==> config.mk <==
export PLATFORM = sky130hd
export DESIGN_NAME = busy_combiner_monitor
export DESIGN_NICKNAME = d
export VERILOG_FILES = /design/src/rtl/busy_mon_pkg.sv /design/src/rtl/busy_sync.sv /design/src/rtl/busy_hist_fifo.sv /design/src/rtl/busy_watchdog.sv /design/src/rtl/busy_combiner_monitor.sv
export SDC_FILE = /design/constraint.sdc
export NUM_CORES = 1
export LEC_CHECK = 0
export CAP_MARGIN = 20
export CELL_PAD_IN_SITES_DETAIL_PLACEMENT = 1
export CELL_PAD_IN_SITES_GLOBAL_PLACEMENT = 1
export CORE_ASPECT_RATIO = 0.8
export CORE_MARGIN = 2
export CORE_UTILIZATION = 51
export CTS_CLUSTER_SIZE = 10
export DETAILED_ROUTE_END_ITERATION = 10
export DONT_BUFFER_PORTS = 1
export PLACE_DENSITY = 0.77
export SETUP_SLACK_MARGIN = 0.05
export SLEW_MARGIN = 20
export SYNTH_ARGS = -nofsm -noshare
export SYNTH_HDL_FRONTEND = slang
export SYNTH_SLANG_ARGS = --single-unit
==> constraint.sdc <==
create_clock -name clk -period 5.2 [get_ports clk]
set_input_delay 1.04 -clock clk [delete_from_list [all_inputs] [get_ports clk]]
set_output_delay 1.04 -clock clk [all_outputs]
set_load 0.02 [all_outputs]
==> src/rtl/busy_mon_pkg.sv <==
package busy_mon_pkg;

    localparam logic [2:0] A_MASK   = 3'd0;
    localparam logic [2:0] A_CTRL   = 3'd1;
    localparam logic [2:0] A_DIV    = 3'd2;
    localparam logic [2:0] A_LIMIT  = 3'd3;
    localparam logic [2:0] A_STATUS = 3'd4;
    localparam logic [2:0] A_HIST   = 3'd5;
    localparam logic [2:0] A_STICKY = 3'd6;
    localparam logic [2:0] A_LIVE   = 3'd7;

    localparam int CTRL_EN_BIT    = 0;
    localparam int CTRL_LAST_BIT  = 1;
    localparam int CTRL_FLUSH_BIT = 2;
    localparam int STATUS_LVL_LSB = 8;

    typedef enum logic [1:0] {
        H_OFF    = 2'd0,
        H_RUN    = 2'd1,
        H_FROZEN = 2'd2
    } hist_state_t;

    typedef enum logic [1:0] {
        WD_IDLE    = 2'd0,
        WD_COUNT   = 2'd1,
        WD_TRIPPED = 2'd2
    } wd_state_t;

endpackage

==> src/rtl/busy_sync.sv <==
module busy_sync #(
    parameter int N = 16
) (
    input  logic         clk,
    input  logic         rst_n,
    input  logic [N-1:0] async_in,
    output logic [N-1:0] sync_q
);

    logic [N-1:0] stage1;
    logic [1:0]   age;

    for (genvar i = 0; i < N; i++) begin : g_bit
        always_ff @(posedge clk) begin
            if (!rst_n) begin
                stage1[i] <= 1'b0;
                sync_q[i] <= 1'b0;
            end else begin
                stage1[i] <= async_in[i];
                sync_q[i] <= stage1[i];
            end
        end
    end

    always_ff @(posedge clk) begin
        if (!rst_n)
            age <= 2'd0;
        else if (age != 2'd3)
            age <= age + 2'd1;
    end


    sync_delay_chk: assert property (@(posedge clk) disable iff (!rst_n)
        (age == 2'd3) |-> (sync_q == $past(async_in, 2)));

endmodule

==> src/rtl/busy_hist_fifo.sv <==
module busy_hist_fifo
    import busy_mon_pkg::*;
#(
    parameter int W     = 16,
    parameter int DEPTH = 8,
    parameter int DIV_W = 16
) (
    input  logic                             clk,
    input  logic                             rst_n,
    input  logic                             cap_en,
    input  logic                             last_mode,
    input  logic                             flush,
    input  logic [DIV_W-1:0]                 div,
    input  logic [W-1:0]                     sample,
    input  logic                             pop,
    output logic [W-1:0]                     head,
    output logic [$clog2(DEPTH+1)-1:0]       level,
    output logic                             empty
);

    localparam int AW = (DEPTH > 1) ? $clog2(DEPTH) : 1;
    localparam int LW = $clog2(DEPTH + 1);

    hist_state_t       state, state_nx;
    logic [DIV_W-1:0]  tick_cnt;
    logic              tick;
    logic [AW-1:0]     wr_ptr, rd_ptr;
    logic [W-1:0]      mem [DEPTH];
    logic              full, pop_ok, push, drop, rd_adv;
    logic [LW-1:0]     level_nx;

    function automatic logic [AW-1:0] bump(input logic [AW-1:0] p);
        return (p == AW'(DEPTH - 1)) ? '0 : p + AW'(1);
    endfunction

    assign tick   = (tick_cnt == div);
    assign full   = (level == LW'(DEPTH));
    assign empty  = (level == '0);
    assign pop_ok = pop && !empty && !flush;
    assign head   = mem[rd_ptr];

    // output process: push / drop decisions of the recorder
    always_comb begin
        push = 1'b0;
        drop = 1'b0;
        unique case (state)
            H_OFF:    push = 1'b0;
            H_RUN:    push = tick && !flush && (!full || last_mode || pop_ok);
            H_FROZEN: push = 1'b0;
            default:  push = 1'b0;
        endcase
        drop     = push && full && !pop_ok;
        rd_adv   = pop_ok || drop;
        level_nx = level + LW'(push) - LW'(rd_adv);
    end

    // next-state process
    always_comb begin
        state_nx = state;
        if (flush) begin
            state_nx = cap_en ? H_RUN : H_OFF;
        end else begin
            unique case (state)
                H_OFF:    if (cap_en) state_nx = H_RUN;
                H_RUN: begin
                    if (!cap_en)
                        state_nx = H_OFF;
                    else if (!last_mode && push && level_nx == LW'(DEPTH))
                        state_nx = H_FROZEN;
                end
                H_FROZEN: if (!cap_en) state_nx = H_OFF;
                default:  state_nx = H_OFF;
            endcase
        end
    end

    // state register
    always_ff @(posedge clk) begin
        if (!rst_n) state <= H_OFF;
        else        state <= state_nx;
    end

    always_ff @(posedge clk) begin
        if (!rst_n) begin
            tick_cnt <= '0;
            wr_ptr   <= '0;
            rd_ptr   <= '0;
            level    <= '0;
        end else if (flush) begin
            tick_cnt <= '0;
            wr_ptr   <= '0;
            rd_ptr   <= '0;
            level    <= '0;
        end else begin
            tick_cnt <= tick ? '0 : tick_cnt + DIV_W'(1);
            if (push)   wr_ptr <= bump(wr_ptr);
            if (rd_adv) rd_ptr <= bump(rd_ptr);
            level <= level_nx;
        end
    end

    always_ff @(posedge clk) begin
        if (push) mem[wr_ptr] <= sample;
    end


    frozen_hold_chk: assert property (@(posedge clk) disable iff (!rst_n)
        (state == H_FROZEN && !flush) |=> (level <= $past(level)));


    level_bound_chk: assert property (@(posedge clk) disable iff (!rst_n)
        level <= LW'(DEPTH));


    last_full_keep_chk: assert property (@(posedge clk) disable iff (!rst_n)
        (state == H_RUN && last_mode && full && tick && !pop && !flush && cap_en) |=> full);

endmodule

==> src/rtl/busy_watchdog.sv <==
module busy_watchdog
    import busy_mon_pkg::*;
#(
    parameter int CNT_W = 24
) (
    input  logic             clk,
    input  logic             rst_n,
    input  logic             busy,
    input  logic [CNT_W-1:0] limit,
    input  logic             clr,
    output logic             irq
);

    wd_state_t        state, state_nx;
    logic [CNT_W-1:0] cnt;

    // next-state process
    always_comb begin
        state_nx = state;
        unique case (state)
            WD_IDLE:    if (busy) state_nx = WD_COUNT;
            WD_COUNT: begin
                if (!busy)
                    state_nx = WD_IDLE;
                else if (cnt >= limit)
                    state_nx = WD_TRIPPED;
            end
            WD_TRIPPED: if (clr) state_nx = WD_IDLE;
            default:    state_nx = WD_IDLE;
        endcase
    end

    // state register
    always_ff @(posedge clk) begin
        if (!rst_n) state <= WD_IDLE;
        else        state <= state_nx;
    end

    always_ff @(posedge clk) begin
        if (!rst_n)
            cnt <= '0;
        else if (state_nx == WD_COUNT)
            cnt <= (state == WD_COUNT) ? cnt + CNT_W'(1) : CNT_W'(1);
        else
            cnt <= '0;
    end

    // output process
    always_comb begin
        unique case (state)
            WD_TRIPPED: irq = 1'b1;
            default:    irq = 1'b0;
        endcase
    end


    trip_needs_busy_chk: assert property (@(posedge clk) disable iff (!rst_n)
        $rose(irq) |-> $past(busy));


    irq_latched_chk: assert property (@(posedge clk) disable iff (!rst_n)
        (irq && !clr) |=> irq);

endmodule

==> src/rtl/busy_combiner_monitor.sv <==
module busy_combiner_monitor
    import busy_mon_pkg::*;
#(
    parameter int N_IN       = 16,
    parameter int HIST_DEPTH = 8,
    parameter int DIV_W      = 16,
    parameter int LIM_W      = 24,
    parameter int LIMIT_RST  = 1000
) (
    input  logic             clk,
    input  logic             rst_n,
    input  logic [N_IN-1:0]  busy_in,
    output logic             busy_out,
    input  logic             reg_wr,
    input  logic             reg_rd,
    input  logic [2:0]       reg_addr,
    input  logic [LIM_W-1:0] reg_wdata,
    output logic [LIM_W-1:0] reg_rdata,
    output logic             irq
);

    localparam int LW = $clog2(HIST_DEPTH + 1);

    logic [N_IN-1:0]  sync_q;
    logic [N_IN-1:0]  mask_q;
    logic [N_IN-1:0]  sticky_q;
    logic [N_IN-1:0]  sticky_clr;
    logic [N_IN-1:0]  head;
    logic             cap_en_q, last_mode_q;
    logic [DIV_W-1:0] div_q;
    logic [LIM_W-1:0] limit_q;
    logic [LW-1:0]    level;
    logic             empty;
    logic             flush, pop, irq_clr;
    logic [LIM_W-1:0] rd_mux;

    busy_sync #(.N(N_IN)) u_sync (
        .clk      (clk),
        .rst_n    (rst_n),
        .async_in (busy_in),
        .sync_q   (sync_q)
    );

    assign busy_out = |(sync_q & ~mask_q);

    assign flush   = reg_wr && (reg_addr == A_CTRL) && reg_wdata[CTRL_FLUSH_BIT];
    assign irq_clr = reg_wr && (reg_addr == A_STATUS) && reg_wdata[0];
    assign pop     = reg_rd && (reg_addr == A_HIST);
    assign sticky_clr = (reg_wr && reg_addr == A_STICKY) ? reg_wdata[N_IN-1:0] : '0;

    busy_hist_fifo #(.W(N_IN), .DEPTH(HIST_DEPTH), .DIV_W(DIV_W)) u_hist (
        .clk       (clk),
        .rst_n     (rst_n),
        .cap_en    (cap_en_q),
        .last_mode (last_mode_q),
        .flush     (flush),
        .div       (div_q),
        .sample    (sync_q),
        .pop       (pop),
        .head      (head),
        .level     (level),
        .empty     (empty)
    );

    busy_watchdog #(.CNT_W(LIM_W)) u_wd (
        .clk   (clk),
        .rst_n (rst_n),
        .busy  (busy_out),
        .limit (limit_q),
        .clr   (irq_clr),
        .irq   (irq)
    );

    always_ff @(posedge clk) begin
        if (!rst_n) begin
            mask_q      <= '0;
            cap_en_q    <= 1'b0;
            last_mode_q <= 1'b0;
            div_q       <= '0;
            limit_q     <= LIM_W'(LIMIT_RST);
        end else if (reg_wr) begin
            unique case (reg_addr)
                A_MASK:  mask_q <= reg_wdata[N_IN-1:0];
                A_CTRL: begin
                    cap_en_q    <= reg_wdata[CTRL_EN_BIT];
                    last_mode_q <= reg_wdata[CTRL_LAST_BIT];
                end
                A_DIV:   div_q   <= reg_wdata[DIV_W-1:0];
                A_LIMIT: limit_q <= reg_wdata;
                default: ;
            endcase
        end
    end

    always_ff @(posedge clk) begin
        if (!rst_n) sticky_q <= '0;
        else        sticky_q <= (sticky_q & ~sticky_clr) | sync_q;
    end

    always_comb begin
        rd_mux = '0;
        unique case (reg_addr)
            A_MASK:   rd_mux[N_IN-1:0] = mask_q;
            A_CTRL: begin
                rd_mux[CTRL_EN_BIT]   = cap_en_q;
                rd_mux[CTRL_LAST_BIT] = last_mode_q;
            end
            A_DIV:    rd_mux[DIV_W-1:0] = div_q;
            A_LIMIT:  rd_mux = limit_q;
            A_STATUS: begin
                rd_mux[0] = irq;
                rd_mux[STATUS_LVL_LSB +: LW] = level;
            end
            A_HIST: begin
                rd_mux[N_IN-1:0] = empty ? '0 : head;
                rd_mux[N_IN]     = !empty;
            end
            A_STICKY: rd_mux[N_IN-1:0] = sticky_q;
            A_LIVE:   rd_mux[N_IN-1:0] = sync_q;
            default:  rd_mux = '0;
        endcase
    end

    always_ff @(posedge clk) begin
        if (!rst_n)      reg_rdata <= '0;
        else if (reg_rd) reg_rdata <= rd_mux;
    end


    all_masked_quiet_chk: assert property (@(posedge clk) disable iff (!rst_n)
        (mask_q == '1) |-> !busy_out);


    sticky_hold_chk: assert property (@(posedge clk) disable iff (!rst_n)
        !(reg_wr && reg_addr == A_STICKY) |=> ((sticky_q & $past(sticky_q)) == $past(sticky_q)));

endmodule

==> out/metrics.cfg <==
[critical_path]
crit_start=div_q[14]
crit_arrival_ps=4290
critical_path.top_delay_family=simple AND/OR/NAND/NOR gates
path_class=reg2reg
cp_max_fo=6
crit_chain=xor2_1 -> nor4_2 -> nand4_2 -> nor4b_1 -> or2_2 -> ha_1 -> inv_1 -> ha_1 -> inv_1 -> fa_1 -> xor2_1 -> and3_1 -> and4b_1 -> mux2i_1 -> nor3b_1
endpoint=u_hist.state[1]
r2r_end=u_hist.state[1]
critical_path.slowest_cell=nor4b_1
reg2reg_slack_ps=1350
r2r-start=div_q[14]
path_buf_inv=2
reg2reg_depth=15
required_ps=5640
cp_slowest_stage_delay_ps=600
endpoint_kind=flop
worstSetupStartpointType=flop
cp_num_cells=15

[pwr]
ir_drop_mv=0.266
p_int_mw=4.12
cellPowerDensity_nw_per_um2=358
clkPwrFrac_pct=44.9
comb_power_share_pct=5.0
switchingPower_mw=1.22
seqPwrFrac_pct=50.1
switching_share_pct=22.8
p_total_mw=5.33
p_leak_nw=5.22

[global_routing]
antenna_found_initial=0
grt_pass1_vias=9604
grt_pass1_wl_mm=56.2
grt.overflow.total=0
grt_max_degree=136
gr-usage-all-layers_pct=26.9

[cts]
h-tree-depth=2
cts_tree=yes
ctsHoldBuffers=0
post_cts_resized=0
clk_transition_reported_paths_ps=50
cts-buffers-inserted=38
cts_buffer_depth=3
clock-root-buffer=clkbuf_16
post_cts_buffers=0
cts_sinks=315
clkLatencyLatePin_ps=530

[layout]
diodes=0
nets=1285
area_growth_pct=10.5
final_common_cell=nand2_1
mostFrequentLayoutCells=194 x nand2_1, 185 x dfxtp_1, 128 x edfxtp_1
fin_cells=1582
drive_gt1_share_pct=10.1

[sta]
finalMaxSlewViolations=0
rsz0062_at_grt=false
timing.fmax_mhz=260
period_needed_ps=3850
tns_ps=0
tightest_slew_ps=1090
fin_crit_sh_pct=74.0
relSlewSlack_pct=26.9
skew_ps=14.8
setup_viol=0
hold_ws_ps=431
finalHoldViolCount=0

[route]
ant_nets=0
wl_per_cell_um=23.1
via_count=9252
drtPass1Iterations=6
drt_wl_total_mm=36.5
drc=0
via_per_inst=5.85
drtIter0Drc=738

[synth]
ys_warn_count=0
ys_top_cells_by_area=edfxtp_1 29%, dfxtp_1 28%, mux4_2 5.7%
synth_fp_nets=1291
synth_top_cell_by_area=edfxtp_1
synth_seq_area_share_pct=56.3
synth_ff_type=dfxtp_1
synthSimpleGateAreaFrac_pct=15.5
synth_top_family_by_area=simple AND/OR/NAND/NOR gates
synth-xor-area-share_pct=3.38
ys_ff_latch=315
async_flop_share_pct=0
yosysTopAreaCellShare_pct=28.5
syn-cell-area_um2=13500
ys_types=63
synth_compound_area_share_pct=9.77
synth_mux_area_share_pct=8.59
synth_edf_count=128
synthAdderAreaFrac_pct=3.49
syn-mean-instance-area_um2=11.2
syn_inst=1207

[die]
fp-row-count=53
ioPinCount=73
start_util_pct=51.6
die_height_um=149
core_um2=26100
die_x_um=186
dieArea_um2=27800

[job]
drv_cap=0

[min_path]
hold_path.startpoint=u_sync.stage1[7]
hold_class=reg2reg

[placed_design]
routabilityCongestion=0.835
portBuffers=0
hpwl_mm=24.8
dp_cells=1518

[status]
status=completed

per-stage QoR:
step,instance area (µm²),utilization [%],worst slack [ps]
floorplan,13500,-,1220
global placement,13800,52.8,1060
detailed placement,13800,52.8,911
CTS,14900,57.0,1360
global route,14900,57.0,910
finish,14900,57.0,1350
cell families after synthesis:
logic type | count (synthesis)
AO/OA/AOI/OAI | 193
XOR/XNOR | 52
adder cells (fa/ha/maj) | 37
buffers and inverters | 102
flip-flops | 315
multiplexers | 71
AND/OR/NAND/NOR | 437
routing by layer:
layer	GRT usage [%]	up-vias	part of all wire [%]
li1	-	4253	-
met1	37.5	4661	45
met2	42.8	269	46
met3	4.77	69	5.6
met4	8.78	0	3.0
met5	0	-	0
Yosys cell counts (all sizes together) (9+ instances only):
cell / instances
nor2b: 40
o21ai: 35
and3: 13
inv: 42
ha: 36
buf: 16
a21boi: 58
nand2: 194
nor2: 74
mux4: 34
xor2: 38
nand4: 10
clkbuf: 44
edfxtp: 128
nand3: 32
and2: 38
mux2i: 20
mux2: 17
dfxtp: 187
a21oi: 41
xnor2: 14
a221oi: 9
state kept, by name (all words and copies together) (netlist names), 24 cells and up, named ones only:
register / count
reg_rdata: 24
u_hist.mem: 128
limit_q: 24
u_wd.cnt: 24
cell type report:
cell class | count | area [µm²]
inverters | 42 | 158
repair buffers | 14 | 105
well taps | 357 | 447
fillers | 2798 | 11200
clock buffers | 60 | 1050
clock inverters | 4 | 42.5
multi-input cells | 790 | 5500
flip-flops and latches | 315 | 7590
power groups by stage:
stage | Combinational, mW | Sequential (mW) | Clock, mW
6_report | 0.267 | 2.67 | 2.40
2_1_floorplan | 0.225 | 2.70 | 0
4_1_cts | 0.266 | 2.67 | 2.45
3_3_place_gp | 0.253 | 2.72 | 0
3_5_place_dp | 0.262 | 2.72 | 0
5_1_grt | 0.293 | 2.68 | 2.54
worst min-delay path by stage:
stage / end / cells after the start / slack (ps)
2_1_floorplan: u_sync.sync_q[0] / 1 / 410
3_3_place_gp: u_sync.sync_q[13] / 1 / 410
6_report: u_sync.sync_q[7] / 1 / 430
5_1_grt: u_sync.sync_q[8] / 1 / 450
3_5_place_dp: u_sync.sync_q[7] / 1 / 420
4_1_cts: u_sync.sync_q[4] / 1 / 430
No activity file was read; power rests on OpenSTA's default activity.
